### config.mk
export PLATFORM = sky130hd
export DESIGN_NAME = ser_port
export DESIGN_NICKNAME = d
export VERILOG_FILES = /design/src/rtl/ser_port.sv
export SDC_FILE = /design/constraint.sdc
export NUM_CORES = 1
export LEC_CHECK = 0
export CAP_MARGIN = 30
export CORE_MARGIN = 8
export CORE_UTILIZATION = 55
export CTS_BUF_LIST = sky130_fd_sc_hd__clkbuf_8
export CTS_CLUSTER_SIZE = 30
export DETAILED_ROUTE_END_ITERATION = 6
export GPL_TIMING_DRIVEN = 0
export PLACE_DENSITY_LB_ADDON = 0.2
export SYNTH_ARGS = -nofsm -noshare
export SYNTH_HDL_FRONTEND = slang
export SYNTH_SLANG_ARGS = --single-unit
### constraint.sdc
create_clock -name clk -period 3.4 [get_ports clk]
set_input_delay 0.68 -clock clk [delete_from_list [all_inputs] [get_ports clk]]
set_output_delay 0.68 -clock clk [all_outputs]
set_load 0.02 [all_outputs]
### src/rtl/ser_port.sv
`timescale 1ns/1ps
module ser_port #(
  parameter int          ADDR_W  = 6,
  parameter logic [15:0] RST_DIV = 16'd0
) (
  input  logic              clk,
  input  logic              rst_n,
  input  logic [ADDR_W-1:0] bus_addr,
  input  logic [7:0]        bus_wdata,
  input  logic              bus_wr,
  input  logic              bus_rd,
  output logic [7:0]        bus_rdata,
  input  logic              rxd,
  output logic              txd,
  input  logic              dsr_in,
  input  logic              cts_in,
  output logic              dtr_out,
  output logic              rts_out,
  output logic              irq
);
  localparam logic [ADDR_W-1:0] A_LCLR = ADDR_W'('h00);
  localparam logic [ADDR_W-1:0] A_LSET = ADDR_W'('h04);
  localparam logic [ADDR_W-1:0] A_HCLR = ADDR_W'('h08);
  localparam logic [ADDR_W-1:0] A_HSET = ADDR_W'('h0C);
  localparam logic [ADDR_W-1:0] A_DIVH = ADDR_W'('h10);
  localparam logic [ADDR_W-1:0] A_DIVL = ADDR_W'('h14);
  localparam logic [ADDR_W-1:0] A_CTL  = ADDR_W'('h18);
  localparam logic [ADDR_W-1:0] A_RCMD = ADDR_W'('h1C);
  localparam logic [ADDR_W-1:0] A_TCMD = ADDR_W'('h20);
  localparam logic [ADDR_W-1:0] A_BUF  = ADDR_W'('h24);
  localparam logic [3:0]        MID_TICK = 4'd7;
  localparam logic [3:0]        END_TICK = 4'd15;

  logic [15:0] div_q;
  logic [7:0]  ctl_q, rcmd_q, tcmd_q, rbr_q, thr_q;
  logic [7:3]  lsr_q;
  logic [1:0]  hsr_q;
  logic        thr_full;

  wire wr_lclr = bus_wr && bus_addr == A_LCLR;
  wire wr_lset = bus_wr && bus_addr == A_LSET;
  wire wr_hclr = bus_wr && bus_addr == A_HCLR;
  wire wr_hset = bus_wr && bus_addr == A_HSET;
  wire wr_buf  = bus_wr && bus_addr == A_BUF;
  wire rd_buf  = bus_rd && bus_addr == A_BUF;

  wire d8   = ctl_q[3];
  wire pen  = ctl_q[2];
  wire odd  = ctl_q[1];
  wire two  = ctl_q[0];
  wire lb   = ctl_q[6];
  wire echo = ctl_q[7];

  always_ff @(posedge clk or negedge rst_n) begin
    if (!rst_n) begin
      div_q  <= RST_DIV;
      ctl_q  <= '0;
      rcmd_q <= '0;
      tcmd_q <= '0;
      thr_q  <= '0;
    end else if (bus_wr) begin
      case (bus_addr)
        A_DIVH: div_q[15:8] <= bus_wdata;
        A_DIVL: div_q[7:0]  <= bus_wdata;
        A_CTL:  ctl_q       <= bus_wdata;
        A_RCMD: rcmd_q      <= bus_wdata;
        A_TCMD: tcmd_q      <= bus_wdata;
        A_BUF:  thr_q       <= bus_wdata;
        default: ;
      endcase
    end
  end

  logic [15:0] tk_cnt;
  wire tick = tk_cnt >= div_q;
  always_ff @(posedge clk or negedge rst_n) begin
    if (!rst_n)    tk_cnt <= '0;
    else if (tick) tk_cnt <= '0;
    else           tk_cnt <= tk_cnt + 16'd1;
  end

  logic rx_s1, rx_s2, rx_prev;
  logic [1:0] hs_s1, hs_s2;
  always_ff @(posedge clk or negedge rst_n) begin
    if (!rst_n) begin
      rx_s1 <= 1'b1;
      rx_s2 <= 1'b1;
      hs_s1 <= '0;
      hs_s2 <= '0;
    end else begin
      rx_s1 <= rxd;
      rx_s2 <= rx_s1;
      hs_s1 <= {dsr_in, cts_in};
      hs_s2 <= hs_s1;
    end
  end

  logic        tx_busy;
  logic [11:0] tx_sh, tx_fr;
  logic [3:0]  tx_left, tx_tc;
  wire  [7:0]  tx_dat = d8 ? thr_q : {1'b0, thr_q[6:0]};
  wire         tx_par = odd ^ (^tx_dat);
  wire  [3:0]  fr_len = 4'd1 + (d8 ? 4'd8 : 4'd7) + {3'd0, pen} + (two ? 4'd2 : 4'd1);
  wire         tx_load = tcmd_q[7] && thr_full && !tx_busy;

  always_comb begin
    tx_fr    = 12'hFFF;
    tx_fr[0] = 1'b0;
    if (d8) tx_fr[8:1] = thr_q;
    else    tx_fr[7:1] = thr_q[6:0];
    if (pen) begin
      if (d8) tx_fr[9] = tx_par;
      else    tx_fr[8] = tx_par;
    end
  end

  always_ff @(posedge clk or negedge rst_n) begin
    if (!rst_n) begin
      tx_busy <= 1'b0;
      tx_sh   <= '1;
      tx_left <= '0;
      tx_tc   <= '0;
    end else if (tx_load) begin
      tx_busy <= 1'b1;
      tx_sh   <= tx_fr;
      tx_left <= fr_len;
      tx_tc   <= '0;
    end else if (tx_busy && tick) begin
      tx_tc <= tx_tc + 4'd1;
      if (tx_tc == END_TICK) begin
        tx_sh   <= {1'b1, tx_sh[11:1]};
        tx_left <= tx_left - 4'd1;
        if (tx_left == 4'd1) tx_busy <= 1'b0;
      end
    end
  end

  always_ff @(posedge clk or negedge rst_n) begin
    if (!rst_n)       thr_full <= 1'b0;
    else if (wr_buf)  thr_full <= 1'b1;
    else if (tx_load) thr_full <= 1'b0;
  end

  wire tx_int = tcmd_q[1] ? 1'b0 : (tx_busy ? tx_sh[0] : 1'b1);
  assign txd = lb ? 1'b1 : (echo ? rx_s2 : tx_int);

  wire rx_in = lb ? tx_int : rx_s2;
  logic        rx_act;
  logic [3:0]  rx_tc, rx_idx;
  logic [11:0] rx_fr;
  wire  [3:0]  rx_stop = (d8 ? 4'd9 : 4'd8) + {3'd0, pen};
  wire         rx_samp = rx_act && tick && rx_tc == MID_TICK;
  wire         rx_fin  = rx_samp && rx_idx == rx_stop;
  wire  [7:0]  rx_byte = d8 ? rx_fr[8:1] : {1'b0, rx_fr[7:1]};
  wire         rx_pbit = d8 ? rx_fr[9] : rx_fr[8];

  wire dr_ev = rx_fin && !lsr_q[7];
  wire oe_ev = rx_fin && lsr_q[7];
  wire fe_ev = rx_fin && !rx_in;
  wire pe_ev = rx_fin && pen && (rx_pbit != (odd ^ (^rx_byte)));
  wire bi_ev = fe_ev && rx_byte == 8'd0 && !(pen && rx_pbit);

  always_ff @(posedge clk or negedge rst_n) begin
    if (!rst_n) begin
      rx_prev <= 1'b1;
      rx_act  <= 1'b0;
      rx_tc   <= '0;
      rx_idx  <= '0;
      rx_fr   <= '0;
    end else begin
      rx_prev <= rx_in;
      if (!rcmd_q[7]) begin
        rx_act <= 1'b0;
      end else if (!rx_act) begin
        if (rx_prev && !rx_in) begin
          rx_act <= 1'b1;
          rx_tc  <= '0;
          rx_idx <= '0;
        end
      end else if (tick) begin
        rx_tc <= rx_tc + 4'd1;
        if (rx_tc == MID_TICK) begin
          if ((rx_idx == 4'd0 && rx_in) || rx_fin) begin
            rx_act <= 1'b0;
          end else begin
            rx_fr[rx_idx] <= rx_in;
            rx_idx        <= rx_idx + 4'd1;
          end
        end
      end
    end
  end

  always_ff @(posedge clk or negedge rst_n) begin
    if (!rst_n)     rbr_q <= '0;
    else if (dr_ev) rbr_q <= rx_byte;
  end

  wire [7:3] lsr_hw  = {dr_ev, fe_ev, oe_ev, pe_ev, bi_ev};
  wire [7:3] lsr_clr = (wr_lclr ? bus_wdata[7:3] : 5'd0) | {rd_buf, 4'd0};
  wire [7:3] lsr_set = wr_lset ? bus_wdata[7:3] : 5'd0;
  wire [1:0] hsr_clr = wr_hclr ? bus_wdata[7:6] : 2'd0;
  wire [1:0] hsr_set = wr_hset ? bus_wdata[7:6] : 2'd0;

  always_ff @(posedge clk or negedge rst_n) begin
    if (!rst_n) begin
      lsr_q <= '0;
      hsr_q <= '0;
    end else begin
      lsr_q <= (lsr_q & ~lsr_clr) | lsr_set | lsr_hw;
      hsr_q <= (hsr_q & ~hsr_clr) | hsr_set | hs_s2;
    end
  end

  wire [7:0] lsr_rd = {lsr_q, !thr_full, !tx_busy, 1'b0};

  always_comb begin
    bus_rdata = '0;
    case (bus_addr)
      A_LCLR: bus_rdata = lsr_rd;
      A_HCLR: bus_rdata = {hsr_q, 6'd0};
      A_DIVH: bus_rdata = div_q[15:8];
      A_DIVL: bus_rdata = div_q[7:0];
      A_CTL:  bus_rdata = ctl_q;
      A_RCMD: bus_rdata = rcmd_q;
      A_TCMD: bus_rdata = tcmd_q;
      A_BUF:  bus_rdata = rbr_q;
      default: ;
    endcase
  end

  assign dtr_out = ctl_q[5];
  assign rts_out = ctl_q[4];
  assign irq = (rcmd_q[5] && lsr_q[7]) || (rcmd_q[4] && |lsr_q[6:3]) ||
               (tcmd_q[5] && !thr_full) || (tcmd_q[4] && !tx_busy);

  a_r1_tick_spacing: assert property (@(posedge clk) disable iff (!rst_n)
    (tick && div_q != 16'd0 && !(bus_wr && (bus_addr == A_DIVH || bus_addr == A_DIVL))) |=> !tick);
  a_r3_buffer_taken: assert property (@(posedge clk) disable iff (!rst_n)
    wr_buf |=> !lsr_rd[2]);
  a_r4_read_clears_ready: assert property (@(posedge clk) disable iff (!rst_n)
    (rd_buf && !rx_fin && !(wr_lset && bus_wdata[7])) |=> !lsr_q[7]);
  a_r7_overrun_keeps_byte: assert property (@(posedge clk) disable iff (!rst_n)
    (rx_fin && lsr_q[7]) |=> (lsr_q[5] && $stable(rbr_q)));
  a_r8_set_forces_flag: assert property (@(posedge clk) disable iff (!rst_n)
    (wr_lset && bus_wdata[6]) |=> lsr_q[6]);
endmodule

==> results.yml, run 1 <==
worst_setup_path:
  crit_path_end_kind: "primary output"
  worstPathRequired_ns: 2.72
  criticalPathCategory: "primary input to primary output"
  critical-path-max-stage-delay_ns: 0.43
  critical_path_fanouts_max: 6
  critPathSlowestCell: "sky130_fd_sc_hd__or3_1"
  ff2ff_setup_slack_ns: 0.36
  cp-start-kind: "primary input"
  crit_chain: "clkdlybuf4s50_1 > or2_2 > or3_1 > o32a_1 > o21ai_0 > dlygate4sd1_1"
  crit_arrival_ns: 2.66
  reg2regPathDepth: 9
power:
  pwr_density_cell_nw_per_um2: 545
  p_leak_nw: 3.48
  power.share.sequential_pct: 47.0
  post-layout-total-power_mw: 4.19
  peakVddDrop_mv: 0.279
  netSwitchingFraction_pct: 31.2
  combPwrFrac_pct: 22.6
  power.internal_mw: 2.89
  power.net_switching_mw: 1.31
  pwr-share-clk_pct: 30.4
clocking:
  cts_made_buffers: 17
  clock-sinks: 124
  clkSlewWorstSetupHoldPaths_ns: 0.07
  clock_tree.htree_level_count: 4
  tritoncts: "yes"
  clockRootBuffer: "sky130_fd_sc_hd__clkbuf_8"
  insertion_delay_ns: 0.45
  maximum_number_of_buffers_from_clock_root_to_sink: 2
global_routing:
  antenna_found_initial: 0
  wire_length_of_the_first_global_routing_pass_um: 26200
  grt_resource_usage_total_pct: 21.0
  grt_remaining_overflow: 0
  first_global_vias: 5099
  grt_max_degree: 71
final_layout:
  diodes: 0
  multi_input_area_um2: 3420
  layout.area.seq_um2: 3120
  layout.filler_cells: 928
  finish.cell_count_without_fillers: 846
  layout-drive-gt1-share_pct: 19.2
  synthToLayoutAreaGrowth_pct: 14.3
  fin_util_pct: 64.3
  finish.net_count: 744
sta:
  final_period_minus_worst_setup_slack_ns: 3.34
  slew_violations: 0
  max-slew-margin-rel_pct: 40.7
  finalCritPeriodShare_pct: 98.2
  setup-tns-final_ns: 0
  timing.hold.ws_ns: 0.191
  clock_skew_ns: 0.0113
  report.final.setup_viol: 0
  final-hold-violation-count: 0
  maxClockFrequency_mhz: 299
  worst_slew_pin_slew_ns: 0.883
synth:
  ys.flop_type: "sky130_fd_sc_hd__dfrtp_1"
  syn_avg_cell_area_um2: 10.6
  syn_nets: 694
  async_flop_share_pct: 100
  netlist_instances: 637
  seq_area_frac_synth_pct: 46.3
  synthDistinctLibCells: 65
  netlist_area_um2: 6730
  synth_seq_cells: 124
  synth_edf_count: 0
  yosysWarnings: 0
drt:
  antenna_left: 0
  via_total_after_detailed_routing: 5090
  avgRoutedWirePerCell_um: 19.3
  drt_iter0_markers: 418
  vias_per_cell: 6.02
  finalWirelength_um: 16300
  first_pass_iters: 5
  route.detailed.drc: 0
die:
  die_area_um2: 16000
  core_um2: 12000
  die_y_um: 127
  initial_core_util_pct: 56.3
  floorplan.die.width_um: 127
  num_rows: 40
  floorplan.io_pins: 33
placement:
  port-buffer-count: 28
  dp.final_hpwl_um: 11900
  post-place-cells: 814
  final_weighted_congestion_in_routability_driven_placement: 0.952
hold_path:
  hold_class: "primary input to async pin"
run_status:
  run_status: "finished clean"
job:
  number_of_max_capacitance_violations_reported: 0
kinds of logic (layout without fill, tap and decap cells):
group / after synthesis / after routing / share of synthesized area, %
compound gates: 101 / 101 / 10.8
xor+xnor: 32 / 32 / 4.16
fa+ha+maj: 36 / 36 / 6.80
buf+inv: 63 / 125 / 3.74
flops: 124 / 124 / 46.3
mux: 84 / 84 / 13.6
simple gates: 197 / 197 / 14.6
cell usage after synthesis, types with 8 or more instances:
master                     instances  share of area (%)
sky130_fd_sc_hd__clkbuf_1         12               0.67
sky130_fd_sc_hd__nor3_1           12               0.89
sky130_fd_sc_hd__o211ai_1          9                1.0
sky130_fd_sc_hd__a21oi_1          18                1.3
sky130_fd_sc_hd__xnor2_1          19                2.5
sky130_fd_sc_hd__nor2_1           44                2.5
sky130_fd_sc_hd__a22oi_1          14                1.6
sky130_fd_sc_hd__dfstp_2          13                5.1
sky130_fd_sc_hd__nand3_1          21                1.6
sky130_fd_sc_hd__dfrtp_1         111                 41
sky130_fd_sc_hd__mux2_2           57                9.5
sky130_fd_sc_hd__xor2_1           13                1.7
sky130_fd_sc_hd__inv_1            44                2.5
sky130_fd_sc_hd__nand2b_1         11                1.0
sky130_fd_sc_hd__ha_1             35                6.5
sky130_fd_sc_hd__nand2_1          59                3.3
sky130_fd_sc_hd__nand4_1           8               0.74
sky130_fd_sc_hd__o21ai_0          14                1.0
sky130_fd_sc_hd__mux2i_1          27                4.0
cells in the final DEF, fill, tap and decap left out, drive strengths merged, types with 4 or more instances in the layout:
cell / instances
nand3: 21
clkdlybuf4s50: 19
xor2: 13
nor3: 13
a21o: 5
a31oi: 4
dfrtp: 111
clkbuf: 34
xnor2: 19
o211ai: 9
nor4: 7
and3: 7
and2: 6
inv: 47
ha: 35
o31ai: 5
a22oi: 14
dfstp: 13
or3: 6
o21ai: 15
mux2: 57
nor2: 44
nand2: 59
nand2b: 11
nand4: 9
a21oi: 18
clkinv: 4
buf: 10
nor2b: 4
dlygate4sd2: 5
mux2i: 27
power by group through the flow:
stage          Combinational, mW  Clock, mW  Sequential (mW)
6_report                   0.950       1.28             1.97
2_1_floorplan              0.682          0             1.91
5_1_grt                     1.07       1.35             2.00
3_3_place_gp               0.893          0             1.98
4_1_cts                    0.954       1.30             1.96
3_5_place_dp               0.946          0             1.99
final cells by class:
type | instances | share of cell area, %
Multi-Input combinational cell | 450 | 44.5
Sequential cell | 124 | 40.5
Timing Repair Buffer | 32 | 4.23
Clock buffer | 21 | 3.76
Tap cell | 147 | 2.39
Inverter | 44 | 2.15
Clock inverter | 10 | 1.28
Buffer | 18 | 1.15
routing by layer:
layer / vias to the layer above / track usage, % / routed length (µm)
li1: 2379 / - / -
met1: 2511 / 27.0 / 7260
met2: 162 / 33.2 / 7770
met3: 38 / 4.82 / 854
met4: 0 / 9.27 / 468
met5: - / 0 / 0
sequential cells by signal, indices dropped and copies added, names as in the netlist, 5 cells and up:
| signal | count |
|---|---|
| rcmd_q | 8 |
| tcmd_q | 8 |
| thr_q | 8 |
| div_q | 16 |
| ctl_q | 8 |
| lsr_q | 5 |
| tx_sh | 10 |
| rbr_q | 8 |
| rx_fr | 9 |
| tk_cnt | 16 |
what timing repair did:
| action | CTS | global route |
|---|---|---|
| endpoints found under the setup margin | 8 | 10 |
| resized for setup | 22 | 13 |
| buffers inserted | 2 | 0 |
| hold buffers | 0 | 0 |
| pin swaps | 4 | 0 |
stage by stage:
| stage | cell area, µm² | setup WS [ns] |
|---|---|---|
| after floorplan | 6730 | 0.550 |
| after global placement | 7190 | -3.07 |
| after detailed placement | 7230 | -0.562 |
| after CTS | 7660 | 0.0126 |
| after global routing | 7690 | -0.00472 |
| final | 7690 | 0.0601 |
final timing paths:
kind / startpoint / end
max in group asynchronous: rst_n / tx_sh[3]
setup / recovery: bus_addr[1] / bus_rdata[6]
setup reg to reg: div_q[14] / rx_fr[3]
min in group clk: rx_s1 / rx_s2
hold / removal: rst_n / rx_tc[1]
hold reg to reg: rx_s1 / rx_s2
critical path: cells and delay by family:
kind                   cells  cell delay, ns
and+or+nand+nor            2            0.81
buffers and inverters      2            0.76
AOI/OAI and AO/OA          2            0.41
Note: power is estimated with default switching activity, not from simulation.
==> run 2, diff against run 1 <==
- SLEW_MARGIN: default -> 30
==> run 2 against run 1 <==
  * First-iteration DRC count is 8.6% higher
  * Design area is 1.5% higher
  * Hold slack worse by 0.052 ns
  * Worst setup slack better by 0.038 ns
  * Sequential cell count stayed put
  * Non-clock buffer count is 6 higher
  * Clock power is 16% higher
  * Clock skew is 0.0023 ns lower
  * Via count is 3.2% higher
  * Sequential share of layout area is 0.60 points lower
  * Wire length is 3.4% higher
==> results.yml, run 2 (synthesized netlist as in run 1, its figures left out) <==
global_routing:
  met3_usage_pct: 6.03
  use_met2_pct: 34.3
  gr-max-usage-layer: "met2"
  first_global_vias: 5343
  grt_max_degree: 71
  grt_resource_usage_total_pct: 21.8
  antenna_found_initial: 0
  wire_length_of_the_first_global_routing_pass_um: 27100
  grt_use_met1_pct: 26.5
  grt_remaining_overflow: 0
sta:
  finalCritPeriodShare_pct: 97.1
  slew_violations: 0
  clock_skew_ns: 0.00900
  final_period_minus_worst_setup_slack_ns: 3.30
  setup-tns-final_ns: 0
  max-slew-margin-rel_pct: 39.8
  rsz_0062_raised_after_global_routing: "no"
  worst_slew_pin_slew_ns: 0.896
  final-hold-violation-count: 0
  report.final.setup_viol: 0
  maxClockFrequency_mhz: 303
hold_path:
  hold_class: "primary input to async pin"
clocking:
  tritoncts: "yes"
  clockRootBuffer: "sky130_fd_sc_hd__clkbuf_8"
  maximum_number_of_buffers_from_clock_root_to_sink: 2
  clkSlewWorstSetupHoldPaths_ns: 0.08
  clock_tree.htree_level_count: 4
  insertion_delay_ns: 0.45
  cts_made_buffers: 17
  clock-sinks: 124
drt:
  antenna_left: 0
  route.detailed.drc: 0
  drt_iter0_markers: 454
  finalWirelength_um: 16900
  first_pass_iters: 6
  avgRoutedWirePerCell_um: 19.8
  vias_per_cell: 6.16
  via_total_after_detailed_routing: 5255
worst_setup_path:
  criticalPathCategory: "primary input to primary output"
  crit_path_end_kind: "primary output"
  worstPathRequired_ns: 2.72
  crit_arrival_ns: 2.62
  critical_path_fanouts_max: 6
  cp-start-kind: "primary input"
die:
  die_area_um2: 16000
  floorplan.io_pins: 33
  core_um2: 12000
  floorplan.die.width_um: 127
  num_rows: 40
  die_y_um: 127
  initial_core_util_pct: 56.3
power:
  pwr-share-clk_pct: 33.6
  p_leak_nw: 3.56
  netSwitchingFraction_pct: 31.2
  power.internal_mw: 3.04
  power.net_switching_mw: 1.38
  combPwrFrac_pct: 21.8
  power.share.sequential_pct: 44.6
  peakVddDrop_mv: 0.433
  pwr_density_cell_nw_per_um2: 566
placement:
  dp.final_hpwl_um: 12000
  port-buffer-count: 28
  final_weighted_congestion_in_routability_driven_placement: 0.952
  placement.cell_area_um2: 7230
final_layout:
  finish.net_count: 750
  synthToLayoutAreaGrowth_pct: 16.0
  diodes: 0
  layout.cells.most_common: "sky130_fd_sc_hd__dfrtp_1"
  fin_area_um2: 7810
  layout-drive-gt1-share_pct: 20.5
  layout_top_registers: "div_q (16), tk_cnt (16), tx_sh (10)"
  most-common-layout-cells: "sky130_fd_sc_hd__dfrtp_1, sky130_fd_sc_hd__nand2_1, sky130_fd_sc_hd__mux2_2"
job:
  number_of_max_capacitance_violations_reported: 0
run_status:
  run_status: "finished clean"
run 2: what timing repair did:
item,CTS,global route
endpoints found under the setup margin,8,6
buffers inserted,9,0
pin swaps,4,1
resized for setup,21,15
hold buffers,0,0
run 2: power groups by stage:
stage	registers, mW	logic, mW	clock network, mW
2_1_floorplan	1.91	0.682	0
3_3_place_gp	1.98	0.893	0
3_5_place_dp	1.99	0.950	0
4_1_cts	1.96	0.963	1.51
5_1_grt	2.00	1.07	1.57
6_report	1.97	0.962	1.48
run 2: layer usage:
layer	share of wire (%)	wire, µm	vias up
li1	-	-	2389
met1	43	7250	2617
met5	0	0	-
met3	5.8	980	54
met2	47	7970	195
met4	4.1	690	0
run 2: final cells by class:
class / count / area (µm²)
fillers: 886 / 4150
multi-input cells: 450 / 3430
flip-flops and latches: 124 / 3120
repair buffers: 38 / 363
clock buffers: 20 / 275
clock inverters: 12 / 184
well taps: 147 / 184
inverters: 44 / 165
plain buffers: 18 / 88.8
run 2: worst paths after layout:
kind / cells after the start / to / slack, ns / from
setup / recovery: 7 / bus_rdata[7] / 0.1 / bus_addr[1]
hold / removal: 1 / rx_idx[2] / 0.14 / rst_n
setup reg to reg: 9 / lsr_q[5] / 0.23 / tk_cnt[0]
hold reg to reg: 0 / hs_s2[0] / 0.36 / hs_s1[0]
max in group asynchronous: 2 / tx_sh[3] / 2.57 / rst_n
min in group clk: 0 / hs_s2[0] / 0.36 / hs_s1[0]
run 2: through the flow:
stage / std cells / hold slack [ns] / power (mW) / utilization (%) / setup slack [ns]
after floorplan: 637 / 0.331 / 2.59 / - / 0.550
after global placement: 812 / 0.335 / 2.87 / 60.1 / -3.07
after detailed placement: 813 / 0.341 / 2.94 / 60.5 / -0.592
after CTS: 853 / 0.134 / 4.44 / 65.2 / 0.00227
after global routing: 853 / 0.161 / 4.64 / 65.3 / 0.0280
final: 853 / 0.139 / 4.42 / 65.3 / 0.0980
run 2: worst max-delay path: stages:
cell	delay [ns]
sky130_fd_sc_hd__clkdlybuf4s50_1	0.41
sky130_fd_sc_hd__or2_2	0.39
sky130_fd_sc_hd__or3_1	0.42
sky130_fd_sc_hd__nor2_4	0.18
sky130_fd_sc_hd__a22oi_1	0.09
sky130_fd_sc_hd__nand3_1	0.11
sky130_fd_sc_hd__dlygate4sd2_1	0.35
==> run 3, diff against run 2 <==
- CORE_UTILIZATION: 55 -> 61
==> run 3 against run 2 <==
  * The flow now finishes with violations (design-rule violations)
  * Design area rose by 0.29%
  * Hold slack got worse by 0.014 ns
  * Die area fell by 8.6%
  * Maximum frequency decreased by 1.9%
  * Sequential cell count stayed put
  * Clock skew is 0.0051 ns higher
  * Clock power shrank 3%
  * Largest cell class unchanged
  * Largest power group unchanged
  * Highest routed layer unchanged
==> results.yml, run 3 (synthesized netlist as in run 1, its figures left out) <==
clocking:
  insertion_delay_ns: 0.44
  clock-sinks: 124
  tritoncts: "yes"
  clockRootBuffer: "sky130_fd_sc_hd__clkbuf_8"
  clock_tree.htree_level_count: 4
  cts_made_buffers: 17
  clkSlewWorstSetupHoldPaths_ns: 0.08
  maximum_number_of_buffers_from_clock_root_to_sink: 2
die:
  die_area_um2: 14700
  floorplan.io_pins: 33
  num_rows: 38
  floorplan.die.width_um: 121
  core_um2: 10800
  initial_core_util_pct: 62.4
  die_y_um: 121
placement:
  dp.final_hpwl_um: 12100
  port-buffer-count: 28
  placement.cell_area_um2: 7220
  post-place-cells: 806
  final_weighted_congestion_in_routability_driven_placement: 0.980
worst_setup_path:
  critical-path-max-stage-delay_ns: 0.43
  worstPathRequired_ns: 2.72
  critical_path_fanouts_max: 6
  cp.buffers_inverters: 2
  criticalPathCategory: "primary input to primary output"
  crit_path_end_kind: "primary output"
  ff2ff_setup_slack_ns: 0.22
  crit_chain: "clkdlybuf4s50_1 > or2_2 > or3_1 > nor2_4 > a222oi_1 > nand3_1 > clkdlybuf4s15_2"
  crit_family: "simple AND/OR/NAND/NOR gates"
  critPathSlowestCell: "sky130_fd_sc_hd__or3_1"
  crit_arrival_ns: 2.69
  cp-start-kind: "primary input"
power:
  peakVddDrop_mv: 0.314
  p_leak_nw: 3.61
  power.net_switching_mw: 1.33
  post-layout-total-power_mw: 4.37
  netSwitchingFraction_pct: 30.4
  pwr_density_cell_nw_per_um2: 559
  power.internal_mw: 3.04
  power.share.sequential_pct: 45.1
  pwr-share-clk_pct: 32.8
  combPwrFrac_pct: 22.1
global_routing:
  grt_max_degree: 79
  grt_resource_usage_total_pct: 24.0
  first_global_vias: 5478
  wire_length_of_the_first_global_routing_pass_um: 27500
  antenna_found_initial: 0
  grt_remaining_overflow: 0
final_layout:
  most-common-layout-cells: "sky130_fd_sc_hd__dfrtp_1, sky130_fd_sc_hd__nand2_1, sky130_fd_sc_hd__mux2_2"
  diodes: 0
  layout_top_registers: "div_q (16), tk_cnt (16), tx_sh (10)"
  finish.cell_count_without_fillers: 849
  finish.net_count: 753
  fin_area_um2: 7830
  layout.cells.most_common: "sky130_fd_sc_hd__dfrtp_1"
  synthToLayoutAreaGrowth_pct: 16.4
  layout-drive-gt1-share_pct: 20.3
drt:
  first_pass_iters: 7
  via_total_after_detailed_routing: 5287
  antenna_left: 0
  vias_per_cell: 6.23
  avgRoutedWirePerCell_um: 20.0
  drt_iter0_markers: 483
  route.detailed.drc: 21
  finalWirelength_um: 17000
sta:
  final-hold-violation-count: 0
  finalCritPeriodShare_pct: 99.0
  clock_skew_ns: 0.0141
  rsz_0062_raised_after_global_routing: "no"
  worst_slew_pin_slew_ns: 0.887
  final_period_minus_worst_setup_slack_ns: 3.37
  report.final.setup_viol: 0
  max-slew-margin-rel_pct: 40.4
  setup-tns-final_ns: 0
  maxClockFrequency_mhz: 297
  slew_violations: 0
run_status:
  run_status: "finished, violations left"
  violations_in_the_final_reports: "design-rule violations"
hold_path:
  hold_class: "primary input to async pin"
job:
  number_of_max_capacitance_violations_reported: 0
-- run 3: metal layers --
metal / wire length (µm) / up-vias / share of wire, % / GRT usage [%]
li1: - / 2387 / - / -
met1: 7270 / 2628 / 43 / 29.6
met2: 8170 / 213 / 48 / 38.7
met3: 938 / 59 / 5.5 / 6.10
met4: 618 / 0 / 3.6 / 11.7
met5: 0 / - / 0 / 0
-- run 3: worst paths after layout --
check / startpoint / end / depth (start not counted)
min reg2reg: hs_s1[1] / hs_s2[1] / 0
min: rst_n / tx_left[2] / 1
max reg2reg: div_q[0] / lsr_q[5] / 8
max in group asynchronous: rst_n / rx_s2 / 2
max: bus_addr[1] / bus_rdata[0] / 7
min in group clk: hs_s1[1] / hs_s2[1] / 0
-- run 3: final cells by class --
type	instances	area [µm²]
timing repair buffer	41	412
tap	140	175
multi-input combinational	450	3430
clock inverter	11	153
buffer	18	88.8
fill	762	2960
inverter	44	165
clock buffer	21	289
sequential	124	3120
-- run 3: power groups by stage --
stage | clock, mW | sequential [mW] | combinational, mW
2_1_floorplan | 0 | 1.91 | 0.682
3_3_place_gp | 0 | 1.98 | 0.889
3_5_place_dp | 0 | 1.99 | 0.952
4_1_cts | 1.44 | 1.96 | 0.968
5_1_grt | 1.51 | 1.99 | 1.07
6_report | 1.43 | 1.97 | 0.968
-- run 3: stage by stage --
stage	hold slack (ns)	setup slack [ns]	utilization (%)
after CTS	0.133	0.00236	72.3
after detailed placement	0.339	-0.604	66.9
after global placement	0.336	-3.07	66.6
final	0.125	0.0332	72.6
after floorplan	0.331	0.550	-
after global routing	0.145	0.0109	72.6
-- run 3: repair_timing --
item	4_1_cts	5_1_grt
setup endpoints to repair	8	8
hold endpoints to repair	0	0
cloned	0	0
hold buffers	0	0
setup buffers	11	1
pin swaps	4	0
gates resized for setup	24	10
